`config.mk`:
```
export PLATFORM = sky130hd
export DESIGN_NAME = frac_pwm
export DESIGN_NICKNAME = d
export VERILOG_FILES = /design/src/rtl/frac_pwm_pkg.sv /design/src/rtl/frac_pwm_regs.sv /design/src/rtl/frac_pwm_accum.sv /design/src/rtl/frac_pwm_cmp.sv /design/src/rtl/frac_pwm.sv
export SDC_FILE = /design/constraint.sdc
export NUM_CORES = 1
export LEC_CHECK = 0
export ABC_CLOCK_PERIOD_IN_PS = 2690
export BUFFER_PORTS_ARGS = -buffer_cell sky130_fd_sc_hd__buf_2
export CELL_PAD_IN_SITES_DETAIL_PLACEMENT = 1
export CELL_PAD_IN_SITES_GLOBAL_PLACEMENT = 1
export CORE_ASPECT_RATIO = 2
export CORE_MARGIN = 2
export CORE_UTILIZATION = 40
export CTS_CLUSTER_DIAMETER = 200
export CTS_CLUSTER_SIZE = 16
export DETAILED_ROUTE_END_ITERATION = 6
export GPL_TIMING_DRIVEN = 0
export PLACE_DENSITY_LB_ADDON = 0.1
export SLEW_MARGIN = 20
export SYNTH_ARGS = -nofsm -noshare
export SYNTH_HDL_FRONTEND = slang
export SYNTH_HIERARCHICAL = 1
export SYNTH_SLANG_ARGS = --single-unit
```
`constraint.sdc`:
```
create_clock -name clk -period 2.69 [get_ports clk]
set_clock_uncertainty 0.2 [all_clocks]
set_input_delay 0.269 -clock clk [delete_from_list [all_inputs] [get_ports clk]]
set_output_delay 0.269 -clock clk [all_outputs]
set_load 0.01 [all_outputs]
```
`src/rtl/frac_pwm_pkg.sv`:
```
package frac_pwm_pkg;
  localparam int REG_W     = 32;
  localparam int EN_POS    = 31;
  localparam int UPD_POS   = 30;
  localparam int DIV_W     = 8;
  localparam int UNIT_LSB  = 8;
  localparam int MAX_UNIT_W = 22;

  // number of unused control bits between the step field and the update bit
  function automatic int pad_bits(input int unit_w);
    return UPD_POS - UNIT_LSB - unit_w;
  endfunction

  // inverted duty rule: high while phase top is at or above the divisor
  function automatic logic duty_is_high(input logic [DIV_W-1:0] phase_top,
                                        input logic [DIV_W-1:0] divisor);
    return phase_top >= divisor;
  endfunction
endpackage

```
`src/rtl/frac_pwm_regs.sv`:
```
module frac_pwm_regs
  import frac_pwm_pkg::*;
#(
  parameter int UNIT_W = 16
) (
  input  logic              clk,
  input  logic              rst_n,
  input  logic              wr_en,
  input  logic [REG_W-1:0]  wr_data,
  input  logic              wrap_evt,
  output logic [UNIT_W-1:0] shadow_unit,
  output logic [DIV_W-1:0]  shadow_div,
  output logic [UNIT_W-1:0] act_unit,
  output logic [DIV_W-1:0]  act_div,
  output logic              upd_pend,
  output logic              seen,
  output logic              running,
  output logic              apply_evt
);
  localparam int PAD_W = pad_bits(UNIT_W);

  logic en_req;
  logic en_fall;

  assign running   = en_req & seen;
  assign apply_evt = upd_pend & (~running | wrap_evt);
  assign en_fall   = wr_en & ~wr_data[EN_POS] & en_req;

  generate
    if (PAD_W > 0) begin : g_pad
      logic unused_hi;
      assign unused_hi = ^wr_data[UPD_POS-1:UNIT_LSB+UNIT_W];
    end
  endgenerate

  always_ff @(posedge clk or negedge rst_n) begin
    if (!rst_n) begin
      shadow_unit <= '0;
      shadow_div  <= '0;
      en_req      <= 1'b0;
    end else if (wr_en) begin
      shadow_unit <= wr_data[UNIT_LSB +: UNIT_W];
      shadow_div  <= wr_data[DIV_W-1:0];
      en_req      <= wr_data[EN_POS];
    end
  end

  always_ff @(posedge clk or negedge rst_n) begin
    if (!rst_n)
      upd_pend <= 1'b0;
    else if (wr_en && wr_data[UPD_POS])
      upd_pend <= 1'b1;
    else if (apply_evt)
      upd_pend <= 1'b0;
  end

  always_ff @(posedge clk or negedge rst_n) begin
    if (!rst_n) begin
      act_unit <= '0;
      act_div  <= '0;
    end else if (apply_evt) begin
      act_unit <= shadow_unit;
      act_div  <= shadow_div;
    end
  end

  // disabling wins over a same-cycle update
  always_ff @(posedge clk or negedge rst_n) begin
    if (!rst_n)
      seen <= 1'b0;
    else if (en_fall)
      seen <= 1'b0;
    else if (apply_evt)
      seen <= 1'b1;
  end
endmodule

```
`src/rtl/frac_pwm_accum.sv`:
```
module frac_pwm_accum
  import frac_pwm_pkg::*;
#(
  parameter int UNIT_W = 16
) (
  input  logic              clk,
  input  logic              rst_n,
  input  logic              run,
  input  logic [UNIT_W-1:0] step,
  output logic [DIV_W-1:0]  phase_top,
  output logic              wrap_evt
);
  logic [UNIT_W-1:0] phase;
  logic [UNIT_W:0]   sum;

  assign sum       = {1'b0, phase} + {1'b0, step};
  assign wrap_evt  = run & sum[UNIT_W];
  assign phase_top = phase[UNIT_W-1 -: DIV_W];

  always_ff @(posedge clk or negedge rst_n) begin
    if (!rst_n)
      phase <= '0;
    else if (!run)
      phase <= '0;
    else
      phase <= sum[UNIT_W-1:0];
  end
endmodule

```
`src/rtl/frac_pwm_cmp.sv`:
```
module frac_pwm_cmp
  import frac_pwm_pkg::*;
(
  input  logic             run,
  input  logic [DIV_W-1:0] phase_top,
  input  logic [DIV_W-1:0] divisor,
  output logic             pwm_out
);
  assign pwm_out = run & duty_is_high(phase_top, divisor);
endmodule

```
`src/rtl/frac_pwm.sv`:
```
module frac_pwm
  import frac_pwm_pkg::*;
#(
  parameter int UNIT_W = 16
) (
  input  logic        clk,
  input  logic        rst_n,
  input  logic        wr_en,
  input  logic [31:0] wr_data,
  output logic [31:0] rd_data,
  output logic        pwm_out
);
  localparam int PAD_W = pad_bits(UNIT_W);

  logic [UNIT_W-1:0] shadow_unit;
  logic [DIV_W-1:0]  shadow_div;
  logic [UNIT_W-1:0] act_unit;
  logic [DIV_W-1:0]  act_div;
  logic              upd_pend;
  logic              seen;
  logic              running;
  logic              apply_evt;
  logic              wrap_evt;
  logic [DIV_W-1:0]  phase_top;

  frac_pwm_regs #(.UNIT_W(UNIT_W)) u_regs (
    .clk        (clk),
    .rst_n      (rst_n),
    .wr_en      (wr_en),
    .wr_data    (wr_data),
    .wrap_evt   (wrap_evt),
    .shadow_unit(shadow_unit),
    .shadow_div (shadow_div),
    .act_unit   (act_unit),
    .act_div    (act_div),
    .upd_pend   (upd_pend),
    .seen       (seen),
    .running    (running),
    .apply_evt  (apply_evt)
  );

  frac_pwm_accum #(.UNIT_W(UNIT_W)) u_accum (
    .clk      (clk),
    .rst_n    (rst_n),
    .run      (running),
    .step     (act_unit),
    .phase_top(phase_top),
    .wrap_evt (wrap_evt)
  );

  frac_pwm_cmp u_cmp (
    .run      (running),
    .phase_top(phase_top),
    .divisor  (act_div),
    .pwm_out  (pwm_out)
  );

  generate
    if (PAD_W > 0) begin : g_rd_pad
      assign rd_data = {running, upd_pend, {PAD_W{1'b0}}, shadow_unit, shadow_div};
    end else begin : g_rd_full
      assign rd_data = {running, upd_pend, shadow_unit, shadow_div};
    end
  endgenerate
endmodule

```
-- Word level (Yosys, flattened, before mapping)
Index checks and enable logic that the tools add are counted.
- bits of input ports: 35
- register bits: 67
- word-level logic and storage cells: 27
- output and inout bits: 33
- reduce and logical (&&, ||, !) cells: 3
- add/sub/neg operators: 1
- order comparisons: 1
- muxes and demuxes: 5
- bitwise gates (word level): 9
- operator list (kind ; count):
    adder 16 x 16 -> 17 bit ; 1
    2-to-1 mux 16 bit ; 1
    greater-or-equal comparator 8 bit ; 1
    bitwise AND 1 bit ; 6
    2-to-1 mux 1 bit ; 4
    nonzero test 2 bit ; 2
    NOT 1 bit ; 2
    logical AND 1 bit ; 1
    OR 1 bit ; 1

-- Depth between registers and ports, before layout
Gate-level depths: netlist of run 1.
- word-level depth: 6
- mapped depth: 13
- gate-level depth less buffers: 11

-- By module
The synthesis of run 1 kept the hierarchy.
- modules (own cells, without submodules) (module ; instances ; area each (µm²) ; seq. area each (µm²) ; cells an instance):
    frac_pwm_regs ; 1 ; 2466.1 ; 1276.2 ; 197
    frac_pwm_accum ; 1 ; 1272.5 ; 400.4 ; 139
    frac_pwm_cmp ; 1 ; 192.7 ; 0.0 ; 27
    frac_pwm ; 1 ; 63.8 ; 0.0 ; 9

-- Worst setup path before layout of run 1
No wires, ideal clock.
- kind: register -> register
- start point: register u_regs.act_unit[0]
- end point: register u_regs.act_div[2]
- stages on the path, launching flop included: 14
- required time: 2.410 ns
- library setup time: 0.080 ns
- slack: -0.161 ns
- path buffers: 2
- arrival time: 2.570 ns
- clock period less this slack: 2.851 ns
- cell sequence: dfrtp_1 > ha_1 > inv_1 > fa_1 > nor2b_1 > o21bai_1 > a21oi_1 > a221oi_2 > nand3b_1 > a21oi_1 > and3b_1 > buf_6 > buf_12 > o211ai_2
- word-level cells in the longest chain between the ends: 4
- ends and longest elaborated chain (what ; RTL line ; text):
    from (decl) ; frac_pwm_regs.sv:13 ; output logic [UNIT_W-1:0] act_unit,
    from (signal assigned) ; frac_pwm_regs.sv:62 ; act_unit <= shadow_unit;
    adder 16 x 16 -> 17 bit ; frac_pwm_accum.sv:16 ; assign sum = {1'b0, phase} + {1'b0, step};
    bitwise AND 1 bit ; frac_pwm_accum.sv:17 ; assign wrap_evt = run & sum[UNIT_W];
    via wrap_evt ; frac_pwm.sv:23 ; logic wrap_evt;
    OR 1 bit ; frac_pwm_regs.sv:26 ; assign apply_evt = upd_pend & (~running | wrap_evt);
    bitwise AND 1 bit ; frac_pwm_regs.sv:26 ;
    to (signal assigned) ; frac_pwm_regs.sv:63 ; act_div <= shadow_div;
    to (decl) ; frac_pwm_regs.sv:14 ; output logic [DIV_W-1:0] act_div,
The timed path passes the listed nets, and every way through them passes these cells.
A chain may end at the register's enable or synchronous reset.

-- Final worst setup path of run 1
- start point: register u_regs.act_unit[0]
- end point: register u_regs.upd_pend
- word-level cells in the longest chain between the ends: 5
- ends and longest elaborated chain (what ; RTL line ; text):
    adder 16 x 16 -> 17 bit ; frac_pwm_accum.sv:16 ;
    bitwise AND 1 bit ; frac_pwm_accum.sv:17 ;
    via wrap_evt ; frac_pwm.sv:23 ;
    OR 1 bit ; frac_pwm_regs.sv:26 ;
    bitwise AND 1 bit ; frac_pwm_regs.sv:26 ;
    nonzero test 2 bit (no source line) ; n/a ;
    to (signal assigned) ; frac_pwm_regs.sv:50 ; upd_pend <= 1'b0;
    to (signal assigned) ; frac_pwm_regs.sv:52 ; upd_pend <= 1'b1;
    to (signal assigned) ; frac_pwm_regs.sv:54 ; upd_pend <= 1'b0;
    to (decl) ; frac_pwm_regs.sv:15 ; output logic upd_pend,
The timed path passes the listed nets, and every way through them passes these cells.

==> results_dict.tcl, run 1 <==
set metrics [dict create \
    drive_gt1_share_pct 36.6 \
    reg2regPathDepth 13 \
    arrival_ns 2.84 \
    grt_util_met1_pct 23.7 \
    yosysWarnings 6 \
    grt_util_met2_pct 42.2 \
    crit_type "reg -> reg" \
    numCtsBuffers 9 \
    drt_pass1_iterations 4 \
    port_buffers 54 \
    final_core_util_pct 55.0 \
    antenna_found_initial 0 \
    finalMaxSlewViolations 0 \
    slew_headroom_pct 65.9 \
    htree_levels 3 \
    routed_wl_um 11400 \
    diodes 0 \
    path_clk_slew_ns 0.06 \
    insertion_delay_ns 0.33 \
    fin_ws_ns -0.131 \
    num_io_pins 68 \
    worstReg2RegEnd "u_regs/upd_pend$_DFFE_PN0P_" \
    crit_chain "ha_2 -> inv_2 -> fa_2 -> nor2b_4 -> o21bai_4 -> a21oi_4 -> a221oi_4 -> nand3b_1 -> a21oi_4 -> and3b_1 -> buf_6 -> buf_6 -> a22o_1" \
    area_delta_synth_final_pct 33.7 \
    critical_path.max_stage_delay_ns 0.36 \
    whs_path_depth 2 \
    post-route-period-util_pct 105 \
    busiest_layer "met2" \
    status "finished, violations left" \
    cp_slowest_cell "dfrtp_1" \
    grt_max_degree 39 \
    peakVddDrop_mv 0.612 \
    switching_share_pct 37.7 \
    p_per_area_nw_per_um2 1050 \
    min_path_type "in -> reg" \
    max_cap_violations 0 \
    die_height_um 145 \
    worst_setup_path_start_kind "flop" \
    cts_sinks 67 \
    worstHoldStart "wr_en" \
    seq_power_share_pct 28.6 \
    setup_violations 22 \
    switchingPower_w 0.00212 \
    wl_per_cell_um 18.4 \
    critPathRequiredTime_ns 2.71 \
    min_to "u_regs/shadow_unit[12]$_DFFE_PN0P_" \
    totalPowerFinal_w 0.00562 \
    hold_viol 0 \
    num_rows 51 \
    drc 0 \
    r2r_start "u_regs/act_unit[0]$_DFFE_PN0P_" \
    tightest_slew_ns 0.512 \
    grt_use_met3_pct 2.99 \
    internal_power_w 0.00350 \
    first_global_vias 3811 \
    root_buffer "clkbuf_16" \
    crit_fanout 7 \
    clockBufferDepth 2 \
    cts_tree "built" \
    fillers 1084 \
    drt-initial-drc-count 78 \
    gp_congestion 0.829 \
    nets 542 \
    final_cell_mix "dfrtp_1, buf_2, nand2_1" \
    period_minus_slack_ns 2.82 \
    grt_usage_pct 22.9 \
    synthCells 371 \
    die_x_um 74.6 \
    end_kind "flop" \
    start_util_pct 41.1 \
    dp_hpwl_um 8210 \
    violations "setup timing" \
    final.setup.tns_ns -1.97 \
    core_area_sq_um 9700 \
    fmax_ghz 0.354 \
    reg2reg_slack_ns -0.13 \
    grt_setup_unrepaired "true" \
    pwr-share-clk_pct 24.7 \
    vias 3263 \
    grt_pass1_wl_um 18800 \
    p_comb_share_pct 46.6 \
    gr-total-overflow 0 \
    viasPerCell 5.27 \
    power.leakage_nw 2.44 \
    antenna_left 0 \
    syn_area_sq_um 3990 \
    syn_avg_cell_area_sq_um 10.8 \
    dieArea_sq_um 10800 \
    final_common_cell "dfrtp_1" \
]
-- critical path: cells and delay by family, from the launching register on --
kind	cells	cell delay, ns
fa+ha+maj	2	0.55
compound gates	5	0.71
buf+inv	3	0.31
simple gates	3	0.57
flops	1	0.36
-- sequential cells by signal, summed over array words and instances (netlist names) --
signal	flops
u_regs/shadow_unit	16
u_regs/upd_pend	1
u_regs/act_unit	16
u_accum/phase	16
u_regs/en_req	1
u_regs/act_div	8
u_regs/seen	1
u_regs/shadow_div	8
-- layer usage --
metal,wire (um),vias up
li1,-,1525
met1,4090,1645
met2,6550,65
met3,227,28
met4,497,0
met5,0,-
-- what timing repair did --
action                                  CTS  global route
endpoints found under the setup margin   25            25
cloned                                    1             0
pin swaps                                19             8
setup buffers                            10             3
resized for setup                        18             6
endpoints found under the hold margin    56             0
hold buffers                             27             0
-- power groups by stage --
stage | combinational (W) | sequential, W | clock (W)
6_report | 0.00262 | 0.00161 | 0.00139
2_1_floorplan | 0.00174 | 0.00153 | 0
3_3_place_gp | 0.00219 | 0.00160 | 0
4_1_cts | 0.00254 | 0.00160 | 0.00142
3_5_place_dp | 0.00229 | 0.00161 | 0
5_1_grt | 0.00290 | 0.00166 | 0.00146
-- per-stage QoR --
stage | hold slack [ns] | instances | instance area, sq um | setup slack, ns
floorplan | -0.227 | 376 | 4020 | 0.00178
global placement | 0.297 | 562 | 4460 | -0.436
detailed placement | 0.0343 | 563 | 4480 | -0.486
CTS | 0.158 | 616 | 5280 | -0.175
global route | 0.179 | 619 | 5330 | -0.246
finish | 0.153 | 619 | 5330 | -0.131
-- worst max path at each step --
stage                                         startpoint                             end  slack, ns  cells after the start
final                     u_regs/act_unit[0]$_DFFE_PN0P_     u_regs/upd_pend$_DFFE_PN0P_      -0.13                     13
after global routing      u_regs/act_unit[0]$_DFFE_PN0P_     u_regs/upd_pend$_DFFE_PN0P_      -0.25                     13
after CTS                 u_regs/act_unit[0]$_DFFE_PN0P_     u_regs/upd_pend$_DFFE_PN0P_      -0.18                     13
after detailed placement  u_regs/act_unit[0]$_DFFE_PN0P_  u_regs/act_unit[7]$_DFFE_PN0P_      -0.49                     13
after global placement    u_regs/act_unit[0]$_DFFE_PN0P_  u_regs/act_unit[2]$_DFFE_PN0P_      -0.44                     13
after floorplan           u_regs/act_unit[0]$_DFFE_PN0P_   u_regs/act_div[2]$_DFFE_PN0P_      0.002                     13
-- final cells by class --
class,count,area (sq um),share of cell area (%)
repair buffers,96,692,13.0
plain buffers,35,263,4.93
well taps,132,165,3.10
clock buffers,10,239,4.48
multi-input cells,256,2120,39.8
flip-flops and latches,67,1680,31.4
inverters,17,63.8,1.20
clock inverters,6,113,2.11
Power figures use the tool's default switching activity.
==> run 2, diff against run 1 <==
--- a/config.mk
+++ b/config.mk
@@ -17,6 +17,7 @@
 export DETAILED_ROUTE_END_ITERATION = 6
 export GPL_TIMING_DRIVEN = 0
 export PLACE_DENSITY_LB_ADDON = 0.1
+export SKIP_CTS_REPAIR_TIMING = 1
 export SLEW_MARGIN = 20
 export SYNTH_ARGS = -nofsm -noshare
 export SYNTH_HDL_FRONTEND = slang
==> run 2 against run 1 <==
Against the previous run:
- the flow still finishes with violations (setup timing)
- clock-buffer cell count did not move
- via count fell by 0.18%
- largest power group unchanged
- worst hold slack improved by 0.0075 ns
- non-clock buffer count fell by 1
- core utilization fell by 0.65 points
- critical path type unchanged
==> results_dict.tcl, run 2 (synthesis results as in run 1) <==
set metrics [dict create \
    status "finished, violations left" \
    violations "setup timing" \
    grt_max_degree 39 \
    num_rows 51 \
    final_common_cell "dfrtp_1" \
    insertion_delay_ns 0.33 \
    final_cell_mix "dfrtp_1, buf_2, nand2_1" \
    antenna_found_initial 0 \
    diodes 0 \
    start_util_pct 41.1 \
    grt_usage_pct 21.3 \
    whs_path_depth 2 \
    clockBufferDepth 2 \
    nets 541 \
    drt-initial-drc-count 72 \
    crit_chain "ha_2 -> inv_2 -> fa_2 -> nor2b_4 -> o21bai_4 -> a21oi_4 -> a221oi_4 -> nand3b_1 -> a21oi_4 -> and3b_1 -> buf_6 -> clkbuf_16 -> o211ai_2" \
    finalMaxSlewViolations 0 \
    totalPowerFinal_w 0.00551 \
    hold_viol 0 \
    p_per_area_nw_per_um2 1050 \
    grt_pass1_wl_um 17400 \
    reg2reg_slack_ns -0.26 \
    viasPerCell 5.27 \
    power.leakage_nw 2.43 \
    min_to "u_regs/shadow_unit[12]$_DFFE_PN0P_" \
    min_path_type "in -> reg" \
    num_io_pins 68 \
    dp_hpwl_um 8210 \
    critPathRequiredTime_ns 2.74 \
    setup_violations 25 \
    final.setup.tns_ns -5.24 \
    path_clk_slew_ns 0.06 \
    peakVddDrop_mv 0.629 \
    worstReg2RegEnd "u_regs/act_unit[0]$_DFFE_PN0P_" \
    placed_cells 563 \
    die_height_um 145 \
    critPathTopFamily "compound AO/OA/AOI/OAI gates" \
    top_regs "u_accum/phase: 16 flops, u_regs/act_unit: 16 flops, u_regs/shadow_unit: 16 flops" \
    core_area_sq_um 9700 \
    grt_setup_unrepaired "true" \
    slew_headroom_pct 65.6 \
    wl_per_cell_um 18.1 \
    period_minus_slack_ns 2.95 \
    cp_slowest_cell "fa_2" \
    dieArea_sq_um 10800 \
    worst_setup_path_start_kind "flop" \
    antenna_left 0 \
    drive_gt1_share_pct 35.6 \
    fmax_ghz 0.339 \
    pre_cts_slack_ns -0.486 \
    crit_fanout 8 \
    r2r_start "u_regs/act_unit[0]$_DFFE_PN0P_" \
    critical_path.max_stage_delay_ns 0.41 \
    crit_type "reg -> reg" \
    worstHoldStart "wr_en" \
    cts_sinks 67 \
    fin_ws_ns -0.256 \
    crit_top_cell "a21oi_4" \
    whs_ns 0.160 \
    reg2regPathDepth 13 \
    htree_levels 3 \
    arrival_ns 3.00 \
    gp_congestion 0.829 \
    routed_wl_um 11200 \
    path_buf_inv 3 \
    final_cells 618 \
    numCtsBuffers 9 \
    post-route-period-util_pct 110 \
    root_buffer "clkbuf_16" \
    gr-total-overflow 0 \
    area_delta_synth_final_pct 32.2 \
    max_cap_violations 0 \
    tightest_slew_ns 0.516 \
    first_global_vias 3552 \
    port_buffers 54 \
    end_kind "flop" \
    vias 3257 \
    drt_pass1_iterations 4 \
    drc 0 \
    die_x_um 74.6 \
    cts_tree "built" \
]
==> run 2: worst max path at each step <==
| stage | from | end | slack (ns) | depth (start not counted) |
|---|---|---|---|---|
| finish | u_regs/act_unit[0]$_DFFE_PN0P_ | u_regs/act_unit[0]$_DFFE_PN0P_ | -0.26 | 13 |
| global placement | u_regs/act_unit[0]$_DFFE_PN0P_ | u_regs/act_unit[2]$_DFFE_PN0P_ | -0.44 | 13 |
| CTS | u_regs/act_unit[0]$_DFFE_PN0P_ | u_regs/act_unit[7]$_DFFE_PN0P_ | -0.51 | 13 |
| floorplan | u_regs/act_unit[0]$_DFFE_PN0P_ | u_regs/act_div[2]$_DFFE_PN0P_ | 0.002 | 13 |
| detailed placement | u_regs/act_unit[0]$_DFFE_PN0P_ | u_regs/act_unit[7]$_DFFE_PN0P_ | -0.49 | 13 |
| global route | u_regs/act_unit[0]$_DFFE_PN0P_ | u_regs/act_unit[0]$_DFFE_PN0P_ | -0.37 | 13 |
==> run 2: power breakdown <==
group          switching [W]  total [W]  leakage (nW)  internal, W
Clock               0.000460    0.00139         0.173     0.000932
Combinational        0.00135    0.00253          1.45      0.00118
Sequential          0.000263    0.00159         0.807      0.00132
Total                0.00208    0.00551          2.43      0.00343
==> run 2: cell type report <==
class                      count  area, sq um
inverter                      17         63.8
clock buffer                  10          239
tap                          132          165
fill                        1090         4430
buffer                        36          268
timing repair buffer          94          671
sequential                    67         1680
multi-input combinational    256         2080
clock inverter                 6          113
==> run 2: through the flow <==
| stage | area, sq um | util, % |
|---|---|---|
| floorplan | 4020 | - |
| global placement | 4460 | 46.0 |
| detailed placement | 4480 | 46.2 |
| CTS | 4830 | 49.8 |
| global route | 5270 | 54.3 |
| finish | 5270 | 54.3 |
==> run 2: routing by layer <==
layer  up-vias  routed length (um)  track usage, %
li1       1524                   -               -
met5         -                   0               0
met1      1637                4080            22.5
met3        28                 268            2.71
met2        68                6380            38.6
met4         0                 429            11.2
